`config.mk`:
```
export PLATFORM = sky130hd
export DESIGN_NAME = rename_history
export DESIGN_NICKNAME = d
export VERILOG_FILES = /design/src/rtl/rhb_pkg.sv /design/src/rtl/rhb_store.sv /design/src/rtl/rhb_ptrs.sv /design/src/rtl/rhb_walk.sv /design/src/rtl/rename_history.sv
export SDC_FILE = /design/constraint.sdc
export NUM_CORES = 1
export LEC_CHECK = 0
export BUFFER_PORTS_ARGS = -buffer_cell sky130_fd_sc_hd__buf_2
export CAP_MARGIN = 20
export CORE_ASPECT_RATIO = 1.25
export CORE_MARGIN = 5
export CORE_UTILIZATION = 67
export DETAILED_ROUTE_END_ITERATION = 7
export PLACE_DENSITY = 0.86
export RECOVER_POWER = 25
export SYNTH_ARGS = -nofsm -noshare
export SYNTH_HDL_FRONTEND = slang
export SYNTH_SLANG_ARGS = --single-unit
```
`constraint.sdc`:
```
create_clock -name clk -period 8.9 [get_ports clk]
set_input_delay 0.89 -clock clk [delete_from_list [all_inputs] [get_ports clk]]
set_output_delay 0.89 -clock clk [all_outputs]
set_load 0.02 [all_outputs]
```
`src/rtl/rhb_pkg.sv`:
```
package rhb_pkg;
  typedef enum logic [1:0] {
    WALK_IDLE   = 2'd0,
    WALK_UNDO   = 2'd1,
    WALK_RETIRE = 2'd2
  } walk_state_t;
endpackage

```
`src/rtl/rhb_store.sv`:
```
module rhb_store #(
  parameter int DEPTH = 16,
  parameter int WIDTH = 32,
  localparam int AW = $clog2(DEPTH)
) (
  input  logic             clk,
  input  logic             we,
  input  logic [AW-1:0]    waddr,
  input  logic [WIDTH-1:0] wdata,
  input  logic [AW-1:0]    raddr_old,
  input  logic [AW-1:0]    raddr_young,
  output logic [WIDTH-1:0] rdata_old,
  output logic [WIDTH-1:0] rdata_young
);
  logic [WIDTH-1:0] mem [DEPTH];

  always_ff @(posedge clk) begin
    if (we) mem[waddr] <= wdata;
  end

  assign rdata_old   = mem[raddr_old];
  assign rdata_young = mem[raddr_young];
endmodule

```
`src/rtl/rhb_ptrs.sv`:
```
module rhb_ptrs #(
  parameter int DEPTH = 16,
  localparam int AW = $clog2(DEPTH),
  localparam int CW = AW + 1
) (
  input  logic          clk,
  input  logic          rst,
  input  logic          push,
  input  logic          pop_old,
  input  logic          pop_young,
  output logic [AW-1:0] wr_idx,
  output logic [AW-1:0] old_idx,
  output logic [AW-1:0] young_idx,
  output logic          empty,
  output logic          full
);
  logic [AW-1:0] wr_q, rd_q;
  logic [CW-1:0] cnt_q;

  always_ff @(posedge clk) begin
    if (rst) begin
      wr_q  <= '0;
      rd_q  <= '0;
      cnt_q <= '0;
    end else if (push) begin
      wr_q  <= wr_q + 1'b1;
      cnt_q <= cnt_q + 1'b1;
    end else if (pop_old) begin
      rd_q  <= rd_q + 1'b1;
      cnt_q <= cnt_q - 1'b1;
    end else if (pop_young) begin
      wr_q  <= wr_q - 1'b1;
      cnt_q <= cnt_q - 1'b1;
    end
  end

  assign wr_idx    = wr_q;
  assign old_idx   = rd_q;
  assign young_idx = wr_q - 1'b1;
  assign empty     = (cnt_q == '0);
  assign full      = (cnt_q == CW'(DEPTH));
endmodule

```
`src/rtl/rhb_walk.sv`:
```
module rhb_walk #(
  parameter int SEQ_W  = 16,
  parameter int ARCH_W = 5,
  parameter int PHYS_W = 7
) (
  input  logic              clk,
  input  logic              rst,
  input  logic              empty,
  input  logic              squash_req,
  input  logic [SEQ_W-1:0]  squash_seq,
  input  logic              commit_req,
  input  logic [SEQ_W-1:0]  commit_seq,
  input  logic              old_hold,
  input  logic [SEQ_W-1:0]  old_seq,
  input  logic [PHYS_W-1:0] old_prev,
  input  logic              yng_hold,
  input  logic [SEQ_W-1:0]  yng_seq,
  input  logic [ARCH_W-1:0] yng_arch,
  input  logic [PHYS_W-1:0] yng_new,
  input  logic [PHYS_W-1:0] yng_prev,
  output logic              idle,
  output logic              pop_old,
  output logic              pop_young,
  output logic              map_we,
  output logic [ARCH_W-1:0] map_arch,
  output logic [PHYS_W-1:0] map_phys,
  output logic              free_we,
  output logic [PHYS_W-1:0] free_phys
);
  import rhb_pkg::*;

  walk_state_t      state_q;
  logic [SEQ_W-1:0] limit_q;
  logic             commit_ok;

  assign idle      = (state_q == WALK_IDLE);
  assign commit_ok = !empty && (old_seq <= commit_seq);
  assign pop_young = (state_q == WALK_UNDO)   && !empty && (yng_seq > limit_q);
  assign pop_old   = (state_q == WALK_RETIRE) && !empty && (old_seq <= limit_q);

  always_ff @(posedge clk) begin
    if (rst) begin
      state_q   <= WALK_IDLE;
      limit_q   <= '0;
      map_we    <= 1'b0;
      map_arch  <= '0;
      map_phys  <= '0;
      free_we   <= 1'b0;
      free_phys <= '0;
    end else begin
      map_we  <= 1'b0;
      free_we <= 1'b0;
      unique case (state_q)
        WALK_IDLE: begin
          if (squash_req) begin
            state_q <= WALK_UNDO;
            limit_q <= squash_seq;
          end else if (commit_req && commit_ok) begin
            state_q <= WALK_RETIRE;
            limit_q <= commit_seq;
          end
        end
        WALK_UNDO: begin
          if (pop_young) begin
            if (!yng_hold) begin
              map_we    <= 1'b1;
              map_arch  <= yng_arch;
              map_phys  <= yng_prev;
              free_we   <= 1'b1;
              free_phys <= yng_new;
            end
          end else begin
            state_q <= WALK_IDLE;
          end
        end
        WALK_RETIRE: begin
          if (pop_old) begin
            if (!old_hold) begin
              free_we   <= 1'b1;
              free_phys <= old_prev;
            end
          end else begin
            state_q <= WALK_IDLE;
          end
        end
        default: state_q <= WALK_IDLE;
      endcase
    end
  end
endmodule

```
`src/rtl/rename_history.sv`:
```
module rename_history #(
  parameter int DEPTH  = 16,
  parameter int SEQ_W  = 16,
  parameter int ARCH_W = 5,
  parameter int PHYS_W = 7
) (
  input  logic              clk,
  input  logic              rst,
  input  logic              push_valid,
  input  logic              push_hold,
  input  logic [SEQ_W-1:0]  push_seq,
  input  logic [ARCH_W-1:0] push_arch,
  input  logic [PHYS_W-1:0] push_new,
  input  logic [PHYS_W-1:0] push_prev,
  output logic              full,
  input  logic              squash_req,
  input  logic [SEQ_W-1:0]  squash_seq,
  input  logic              commit_req,
  input  logic [SEQ_W-1:0]  commit_seq,
  output logic              busy,
  output logic              map_we,
  output logic [ARCH_W-1:0] map_arch,
  output logic [PHYS_W-1:0] map_phys,
  output logic              free_we,
  output logic [PHYS_W-1:0] free_phys
);
  localparam int AW = $clog2(DEPTH);
  localparam int EW = 1 + SEQ_W + ARCH_W + 2 * PHYS_W;

  logic [AW-1:0] wr_idx, old_idx, young_idx;
  logic          empty, idle, pop_old, pop_young, push_take;
  logic [EW-1:0] rec_in, rec_old, rec_yng;

  assign push_take = push_valid && !full && idle && !squash_req && !commit_req;
  assign rec_in    = {push_hold, push_seq, push_arch, push_new, push_prev};
  assign busy      = !idle;

  rhb_ptrs #(.DEPTH(DEPTH)) u_ptrs (
    .clk(clk), .rst(rst), .push(push_take), .pop_old(pop_old),
    .pop_young(pop_young), .wr_idx(wr_idx), .old_idx(old_idx),
    .young_idx(young_idx), .empty(empty), .full(full)
  );

  rhb_store #(.DEPTH(DEPTH), .WIDTH(EW)) u_store (
    .clk(clk), .we(push_take), .waddr(wr_idx), .wdata(rec_in),
    .raddr_old(old_idx), .raddr_young(young_idx),
    .rdata_old(rec_old), .rdata_young(rec_yng)
  );

  rhb_walk #(.SEQ_W(SEQ_W), .ARCH_W(ARCH_W), .PHYS_W(PHYS_W)) u_walk (
    .clk(clk), .rst(rst), .empty(empty),
    .squash_req(squash_req), .squash_seq(squash_seq),
    .commit_req(commit_req), .commit_seq(commit_seq),
    .old_hold(rec_old[EW-1]),
    .old_seq(rec_old[EW-2 -: SEQ_W]),
    .old_prev(rec_old[PHYS_W-1:0]),
    .yng_hold(rec_yng[EW-1]),
    .yng_seq(rec_yng[EW-2 -: SEQ_W]),
    .yng_arch(rec_yng[2*PHYS_W +: ARCH_W]),
    .yng_new(rec_yng[PHYS_W +: PHYS_W]),
    .yng_prev(rec_yng[PHYS_W-1:0]),
    .idle(idle), .pop_old(pop_old), .pop_young(pop_young),
    .map_we(map_we), .map_arch(map_arch), .map_phys(map_phys),
    .free_we(free_we), .free_phys(free_phys)
  );
endmodule

```
**After elaboration in Yosys (flattened, before gate mapping)**

Memories as Yosys holds them, arrays and structs flattened. A register that Yosys moved wholly into a read port is not among the register bits.
Index checks and enable logic that the tools add are counted.

- Add/sub/neg operators: 5
- $mul: 0
- Divide/modulo/power cells: 0
- $lt $le $gt $ge: 3
- Eq/ne operators: 11
- Shifts and indexed selects: 0
- Muxes and demuxes: 27
- Bitwise gates (word level): 3
- Reductions and logical operators: 28

Operators by type and width:

| cell | count |
|---|---|
| $le 16x16->1 | 2 |
| $mux 16 | 2 |
| $mux 7 | 4 |
| $mux 4 | 5 |
| $gt 16x16->1 | 1 |
| $mux 5 | 3 |
| $pmux 7 s2 | 1 |
| $ne 2x2->1 const B | 6 |
| $logic_and 1x1->1 | 10 |
| $add 4x1->4 const B | 2 |
| $mux 2 | 4 |
| $mux 1 | 6 |
| $pmux 2 s3 | 1 |
| $reduce_and 2->1 | 3 |
| $reduce_and 3->1 | 2 |
| $reduce_bool 2->1 | 3 |
| $add 5x1->5 const B | 1 |
| $eq 5x5->1 const B | 1 |
| $logic_not 1->1 | 5 |
| $logic_not 5->1 | 1 |
| $reduce_and 5->1 | 1 |
| $sub 5x1->5 const B | 1 |
| $sub 4x1->4 const B | 1 |
| $ne 3x2->1 const B | 1 |
| other kinds (8) | 10 |

- Register bits after elaboration: 52
- Bits in latches: 0
- Bits in writable memories: 576
- Memory bits (read-only): 0
- Bits of input ports: 73
- Output and inout bits: 23
- Logic and storage cells: 88
- Memories: 1

Memory list:

| memory | depth | bits a word | rd ports | clocked after Yosys merged registers in | wr ports | line | text |
|---|---|---|---|---|---|---|---|
| u_store.mem | 16 | 36 | 2 | 1 | 1 | rhb_store.sv:15 | `logic [WIDTH-1:0] mem [DEPTH];` |

**Logic depth before layout (Yosys ltp)**

Gate-level depths: netlist of the first run.

- Depth in word-level cells: 10
- Mapped depth: 22
- Mapped depth without buffers: 13

**Cells and area by module**

Synthesis of the first run repeated with hierarchy kept, for this count alone.

- Cell total of the unflattened synthesis: 1,631
- Area total of the unflattened synthesis: 29,605.9 um^2

By module, submodules not included:

| module | instances | cells an instance | area each (um^2) | sequential area each (um^2) |
|---|---|---|---|---|
| rhb_store | 1 | 1,205 | 25,791.0 | 17,296.6 |
| rhb_walk | 1 | 339 | 3,035.4 | 780.7 |
| rhb_ptrs | 1 | 84 | 757.0 | 260.2 |
| rename_history | 1 | 3 | 22.5 | 0.0 |

**Worst setup path before layout of the first run**

OpenSTA, ideal clock, no wires.

- Kind: reg-to-reg
- Start point: register u_ptrs.wr_q[0] (netlist: u_ptrs.wr_idx[0])
- End point: register u_walk.map_arch[0]
- Library setup time: 0.128 ns
- Arrival: 5.486 ns
- Data required time: 8.772 ns
- Path slack: 3.286 ns
- Cell stages (with the launch flop): 23
- Buffers on the path: 10
- Period minus slack after synthesis: 5.614 ns
- Cell sequence: dfxtp_1 buf_2 buf_6 buf_2 buf_1 inv_1 ha_1 buf_2 buf_2 clkbuf_1 clkbuf_1 mux4_2 mux4_2 ha_1 nand4_1 nor4_1 o21ai_0 o211ai_1 and3_1 buf_4 buf_6 mux2i_1 nor2_1

- Word-level cells in the longest chain between the ends: 5
- Elaborated cells between the ends (all ways): 6
- Classes of those cells: add/sub: 1; order compare: 1; bitwise: 1; reduce/logical: 2; memory: 1

RTL lines:

| item | line | text |
|---|---|---|
| start: declaration | rhb_ptrs.sv:17 | `logic [AW-1:0] wr_q, rd_q;` |
| start signal: assignment | rhb_ptrs.sv:26 | `wr_q <= wr_q + 1'b1;` |
| start signal: assignment | rhb_ptrs.sv:32 | `wr_q <= wr_q - 1'b1;` |
| $sub 4x1->4 (*) | rhb_ptrs.sv:39 | `assign young_idx = wr_q - 1'b1;` |
| $mem_v2 16x36 (*) | - |  |
| $gt 16x16->1 | rhb_walk.sv:38 | `assign pop_young = (state_q == WALK_UNDO) && !empty && (yng_seq > limit_q);` |
| $logic_and 1x1->1 | rhb_walk.sv:38 |  |
| $reduce_and 3->1 (no line) | - |  |
| end signal: assignment | rhb_walk.sv:67 | `map_arch <= yng_arch;` |
| end: declaration | rhb_walk.sv:25 | `output logic [ARCH_W-1:0] map_arch,` |

Every way passes the cells marked *; elsewhere a longest branch is shown, timed or not.
A chain may end at the register's enable or synchronous reset.

**Final worst setup path of the first run**

- Start point: register u_ptrs.wr_q[0] (netlist: u_ptrs.wr_idx[0])
- End point: register u_walk.free_phys[3]

- Word-level cells in the longest chain between the ends: 6
- Elaborated cells between the ends (all ways): 10
- Classes of those cells: add/sub: 1; order compare: 1; eq/ne: 2; mux: 3; reduce/logical: 2; memory: 1

RTL lines:

| item | line | text |
|---|---|---|
| $sub 4x1->4 (*) | rhb_ptrs.sv:39 |  |
| $mem_v2 16x36 (*) | - |  |
| $gt 16x16->1 | rhb_walk.sv:38 |  |
| $logic_and 1x1->1 | rhb_walk.sv:38 |  |
| $ne 2x2->1 (no line) | - |  |
| $reduce_and 5->1 (no line) | - |  |
| end signal: assignment | rhb_walk.sv:70 | `free_phys <= yng_new;` |
| end signal: assignment | rhb_walk.sv:80 | `free_phys <= old_prev;` |
| end: declaration | rhb_walk.sv:28 | `output logic [PHYS_W-1:0] free_phys` |

Every way passes the cells marked *; elsewhere a longest branch is shown, timed or not. The select of a mux whose other input is x is not followed.

==> flow_metrics.py, run 1 <==
metrics = {
    "routing": {
        "final_antenna_net_count": 0,
        "drt-initial-drc-count": 2112,
        "wirelength_mm": 71.8,
        "wl_per_cell_um": 33.8,
        "drc": 0,
        "vias_per_cell": 7.48,
        "firstDrtPassIters": 5,
        "num_vias": 15863,
    },
    "synth": {
        "ys_seq_area_frac": 0.650,
        "synth_area_leader_cell": "edfxtp_1",
        "yosys.cell_types.count": 55,
        "synth_edf_count": 576,
        "synth.most_common_cell": "edfxtp_1",
        "netlist.area_leader.share": 0.611,
        "ys_top_cells_by_count": "576 x edfxtp_1, 298 x mux4_2, 60 x ha_1",
        "async_flop_share": 0,
        "synth_area_leaders": "edfxtp_1 61%, mux4_2 24%, dfxtp_1 4.0%",
        "ys_seq_elements": 632,
        "syn_area_per_cell_um2": 20.0,
        "syn-num-nets": 1548,
        "dominantRegCellSynth": "edfxtp_1",
        "syn_inst": 1414,
        "yosysWarnings": 0,
        "syn_area_mm2": 0.0283,
    },
    "setup_path": {
        "worstPathArrival_ns": 6.39,
        "cp_top_family": "compound AO/OA/AOI/OAI gates",
        "cp.required_ns": 9.40,
        "r2r_cells": 13,
        "cp-end-kind": "flip-flop",
        "crit_slowest_cell": "ha_4",
        "start_kind": "flip-flop",
        "cp_num_cells": 13,
        "crit_type": "flip-flop to flip-flop",
        "crit_chain": "inv_1, ha_4, buf_4, mux4_2, mux4_2, ha_1, nand2_1, o21a_1, o211a_1, o211ai_1, and3_2, o32a_2, o211ai_1",
        "slowest_delay_ns": 1.00,
        "crit_path_max_fanout": 65,
        "worst-path-buf-inv": 2,
    },
    "sta": {
        "period_minus_slack_ns": 5.89,
        "tightest_slew_ns": 1.05,
        "max_freq_ghz": 0.170,
        "slew_headroom": 0.301,
        "rsz0062_at_grt": "no",
        "final.setup_skew_ns": 0.0314,
        "timing.final.ws_setup_ns": 3.01,
        "slew_viol_final": 0,
        "post-route-period-util": 0.662,
        "holdWs_ns": 0.511,
        "setup_viol": 0,
        "fin_setup_tns_ns": 0,
        "report.final.hold_viol_count": 0,
    },
    "worst_hold_path": {
        "hold_depth": 2,
        "min_path_type": "flip-flop to flip-flop",
    },
    "clocking": {
        "cts_max_level": 2,
        "worstSkewPairLatency_ns": 0.64,
        "cts_tree": "built",
        "clk_pin_slew_ns": 0.07,
        "hold_buffers": 0,
        "cts_max_path_buffers": 3,
        "clock-sinks": 632,
        "post_cts_buffers": 0,
        "cts-root-buf": "clkbuf_16",
        "cts_inserted_buffers": 57,
        "cts-resized-gates": 0,
    },
    "floorplanning": {
        "start_util": 0.676,
        "ios": 96,
        "rows": 84,
        "die_w_um": 194,
        "die_area_mm2": 0.0465,
        "die_y_um": 240,
        "core-area_mm2": 0.0419,
    },
    "layout": {
        "fillerInstances": 2193,
        "fin_area_mm2": 0.0314,
        "seq_area_mm2": 0.0184,
        "syn_to_final_growth_pct": 10.8,
        "drive_gt1_frac": 0.337,
        "final_cells": 2122,
        "multi_input_area_mm2": 0.00949,
        "nets": 1649,
        "utilization": 0.749,
    },
    "placement": {
        "pre_cts_ws_ns": 3.11,
        "port_buffers": 95,
        "hpwlAfterDp_mm": 40.6,
        "routabilityCongestion": 0.839,
        "placed_area_mm2": 0.0295,
        "placedCellCount": 2013,
    },
    "power_and_ir_drop": {
        "pwr-share-comb": 0.401,
        "total_power_mw": 9.92,
        "vdd_ir_drop_max_v": 0.000276,
        "internal_power_mw": 6.61,
        "p_switching_mw": 3.31,
        "p_sw_frac": 0.334,
        "powerDensity_mw_per_mm2": 316,
        "leakagePower_nw": 9.90,
        "p_seq_frac": 0.351,
        "clkPwrFrac": 0.248,
    },
    "grt": {
        "grt_pass1_wl_mm": 107,
        "track_usage": 0.313,
        "grt_max_degree": 66,
        "grt_pass1_vias": 16304,
        "overflow": 0,
        "antenna_found_initial": 3,
    },
    "outcome": {
        "status": "complete, no violations",
    },
    "job": {
        "cap_violations": 0,
    },
}
[cells in the final DEF, fill, tap and decap left out, types with 17 or more instances in the layout]
master | Yosys | layout
nor3_1 | 28 | 24
buf_2 | 32 | 72
buf_4 | 4 | 29
dfxtp_1 | 56 | 52
mux2i_1 | 24 | 24
nand4_1 | 17 | 17
nand2_1 | 28 | 28
clkbuf_16 | 0 | 58
a21oi_1 | 18 | 18
inv_1 | 51 | 51
mux4_2 | 298 | 298
nor2_1 | 44 | 32
ha_1 | 60 | 59
clkbuf_1 | 36 | 32
edfxtp_1 | 576 | 576
[area by class of cell]
type | instances | area share
timing repair buffer | 126 | 0.0225
antenna | 1 | 0.0000797
tap | 559 | 0.0223
clock inverter | 36 | 0.0113
clock buffer | 70 | 0.0486
multi-input combinational | 646 | 0.302
sequential | 632 | 0.587
inverter | 52 | 0.00622
[registers in the layout (all words and copies together), names as in the netlist, 2 cells and up, named ones only]
register and cells:
u_walk.map_phys 7, u_store.mem 576, u_walk.map_arch 5, u_ptrs.old_idx 4, u_ptrs.wr_idx 4, u_walk.free_phys 7
u_ptrs.cnt_q 5, u_walk.state_q 2, u_walk.limit_q 16
[metal layers]
metal / wire length (um) / share of wire / up-vias / track usage
met5: 41 / 0.00057 / - / 0
met4: 3660 / 0.051 / 6 / 0.137
met3: 7860 / 0.11 / 279 / 0.0584
met2: 36500 / 0.51 / 1316 / 0.535
met1: 23700 / 0.33 / 8044 / 0.403
li1: - / - / 6218 / -
[worst paths after layout]
check                 startpoint             endpoint  slack, ns
min reg2reg  u_walk.free_phys[5]  u_walk.free_phys[5]       0.51
max reg2reg     u_ptrs.wr_idx[0]  u_walk.free_phys[3]       3.01
min          u_walk.free_phys[5]  u_walk.free_phys[5]       0.51
max             u_ptrs.wr_idx[0]  u_walk.free_phys[3]       3.01
[cell families (layout without fill, tap and decap cells)]
kind of cell	Yosys count	count (layout)	share of synthesized area
AO/OA/AOI/OAI	94	94	0.0244
XOR/XNOR	8	8	0.00274
adder cells (fa/ha/maj)	61	61	0.0272
buffers and inverters	136	284	0.0208
flip-flops	632	632	0.650
multiplexers	327	327	0.248
other	0	1	0
AND/OR/NAND/NOR	156	156	0.0269
[power groups by stage]
stage / Sequential [mW] / Combinational [mW] / Clock (mW)
2_1_floorplan: 3.49 / 2.86 / 0
5_1_grt: 3.49 / 4.22 / 2.62
3_5_place_dp: 3.53 / 3.92 / 0
4_1_cts: 3.47 / 3.96 / 2.49
6_report: 3.48 / 3.98 / 2.46
3_3_place_gp: 3.52 / 3.80 / 0
[tightest hold or removal path: stages (launching register included)]
cell	delay, ns
dfxtp_1	0.31
inv_1	0.05
o211ai_1	0.09
No activity file was read; power rests on OpenSTA's default activity.
==> inputs of run 2 (changes only) <==
- CORE_UTILIZATION: 67 -> 62
- PLACE_DENSITY: 0.86 -> 0.81
- clock period: 8.9 -> 5.8 ns (I/O delays scaled with it)
==> run 2 against run 1 <==
Clock power up 60%. Core utilization fell by 4.7 points. Worst hold slack got worse by 0.25 ns. Largest power group unchanged. Largest cell class unchanged. Sequential power up 53%. Wire length fell by 1.2%. Critical endpoint is now u_walk.free_phys[2].
==> flow_metrics.py, run 2 (synthesis gave the netlist of run 1 again) <==
metrics = {
    "sta": {
        "timing.final.ws_setup_ns": 0.476,
        "tightest_slew_ns": 1.00,
        "holdWs_ns": 0.264,
        "slew_viol_final": 0,
        "setup_viol": 0,
        "slew_headroom": 0.330,
        "period_minus_slack_ns": 5.32,
        "final.setup_skew_ns": 0.0248,
        "report.final.hold_viol_count": 0,
        "fin_setup_tns_ns": 0,
        "rsz0062_at_grt": "no",
        "max_freq_ghz": 0.188,
        "post-route-period-util": 0.918,
    },
    "grt": {
        "track_usage": 0.286,
        "antenna_found_initial": 2,
        "grt_pass1_wl_mm": 106,
        "grt_max_degree": 82,
        "overflow": 0,
        "grt_pass1_vias": 16178,
    },
    "floorplanning": {
        "rows": 87,
        "ios": 96,
        "die_y_um": 249,
        "die_area_mm2": 0.0501,
        "start_util": 0.627,
        "core-area_mm2": 0.0452,
        "die_w_um": 201,
    },
    "routing": {
        "wirelength_mm": 70.9,
        "wl_per_cell_um": 32.8,
        "vias_per_cell": 7.26,
        "drc": 0,
        "firstDrtPassIters": 5,
        "num_vias": 15690,
        "final_antenna_net_count": 0,
        "drt-initial-drc-count": 2031,
    },
    "placement": {
        "pre_cts_ws_ns": 0.559,
        "routabilityCongestion": 0.809,
        "placedCellCount": 2050,
        "hpwlAfterDp_mm": 40.3,
        "port_buffers": 95,
    },
    "outcome": {
        "status": "complete, no violations",
    },
    "clocking": {
        "cts-resized-gates": 0,
        "worstSkewPairLatency_ns": 0.62,
        "cts-root-buf": "clkbuf_16",
        "cts_max_path_buffers": 3,
        "cts_inserted_buffers": 58,
        "clock-sinks": 632,
        "clk_pin_slew_ns": 0.07,
        "hold_buffers": 0,
        "cts_max_level": 2,
        "cts_tree": "built",
        "post_cts_buffers": 0,
    },
    "power_and_ir_drop": {
        "total_power_mw": 15.4,
        "leakagePower_nw": 10.1,
        "vdd_ir_drop_max_v": 0.000358,
        "powerDensity_mw_per_mm2": 486,
    },
    "setup_path": {
        "start_kind": "flip-flop",
        "crit_path_max_fanout": 51,
        "worstPathArrival_ns": 5.86,
        "cp.required_ns": 6.34,
        "cp-end-kind": "flip-flop",
        "crit_type": "flip-flop to flip-flop",
    },
    "layout": {
        "regMostFlops": "u_store.mem",
        "reg.largest.list": "u_store.mem x576, u_walk.limit_q x16",
        "nets": 1666,
        "final_cells": 2161,
        "syn_to_final_growth_pct": 11.9,
        "fillerInstances": 2605,
        "largest_reg_flops": 576,
        "seq_area_mm2": 0.0184,
        "multi_input_area_mm2": 0.00947,
        "mostFrequentLayoutCells": "576 x edfxtp_1, 298 x mux4_2, 69 x buf_2",
        "final_common_cell": "edfxtp_1",
        "drive_gt1_frac": 0.343,
    },
    "job": {
        "cap_violations": 0,
    },
    "worst_hold_path": {
        "min_path_type": "primary input to flip-flop",
    },
}
## run 2: metal layers
layer,part of all wire,track usage,vias to the layer above
met5,0,0,-
met4,0.042,0.112,0
met3,0.11,0.0559,197
met2,0.51,0.477,1204
met1,0.35,0.378,8039
li1,-,-,6250
## run 2: power breakdown
group          internal [mW]  switching [mW]
logic                   2.94            3.18
clock network           2.27            1.67
registers               5.15           0.190
## run 2: cell type report
cell class              instances  share of cell area
flip-flops and latches        632               0.581
multi-input cells             646               0.299
clock buffers                  71              0.0493
repair buffers                142              0.0283
well taps                     578              0.0228
clock inverters                36              0.0129
inverters                      52             0.00616
diodes                          4            0.000316
## run 2: final timing paths
kind	start	endpoint	slack, ns	cells after the start
worst min register to register	u_walk.map_phys[6]	u_walk.map_phys[6]	0.54	2
worst min-delay path	commit_seq[0]	u_walk.limit_q[0]	0.26	3
worst max register to register	u_ptrs.wr_idx[0]	u_walk.free_phys[2]	0.48	16
worst max-delay path	u_ptrs.wr_idx[0]	u_walk.free_phys[2]	0.48	16
## run 2: worst max-delay path, cell delays in order (launching register included)
cell and delay (ns):
dfxtp_4 0.61, inv_1 0.19, ha_4 0.68, buf_12 0.39, buf_4 0.45, mux4_2 0.39, mux4_2 0.47, inv_1 0.07
ha_1 0.12, nand2b_1 0.09, a21oi_1 0.06, o21ai_0 0.20, o211ai_1 0.29, and3_1 0.26, buf_4 0.26, o32a_2 0.45
o211ai_1 0.19
## run 2: metrics by stage
stage	util	cell area, um^2
4_1_cts	0.702	31700
3_3_place_gp	0.659	29800
3_5_place_dp	0.659	29800
2_1_floorplan	-	28300
5_1_grt	0.702	31700
6_report	0.702	31700
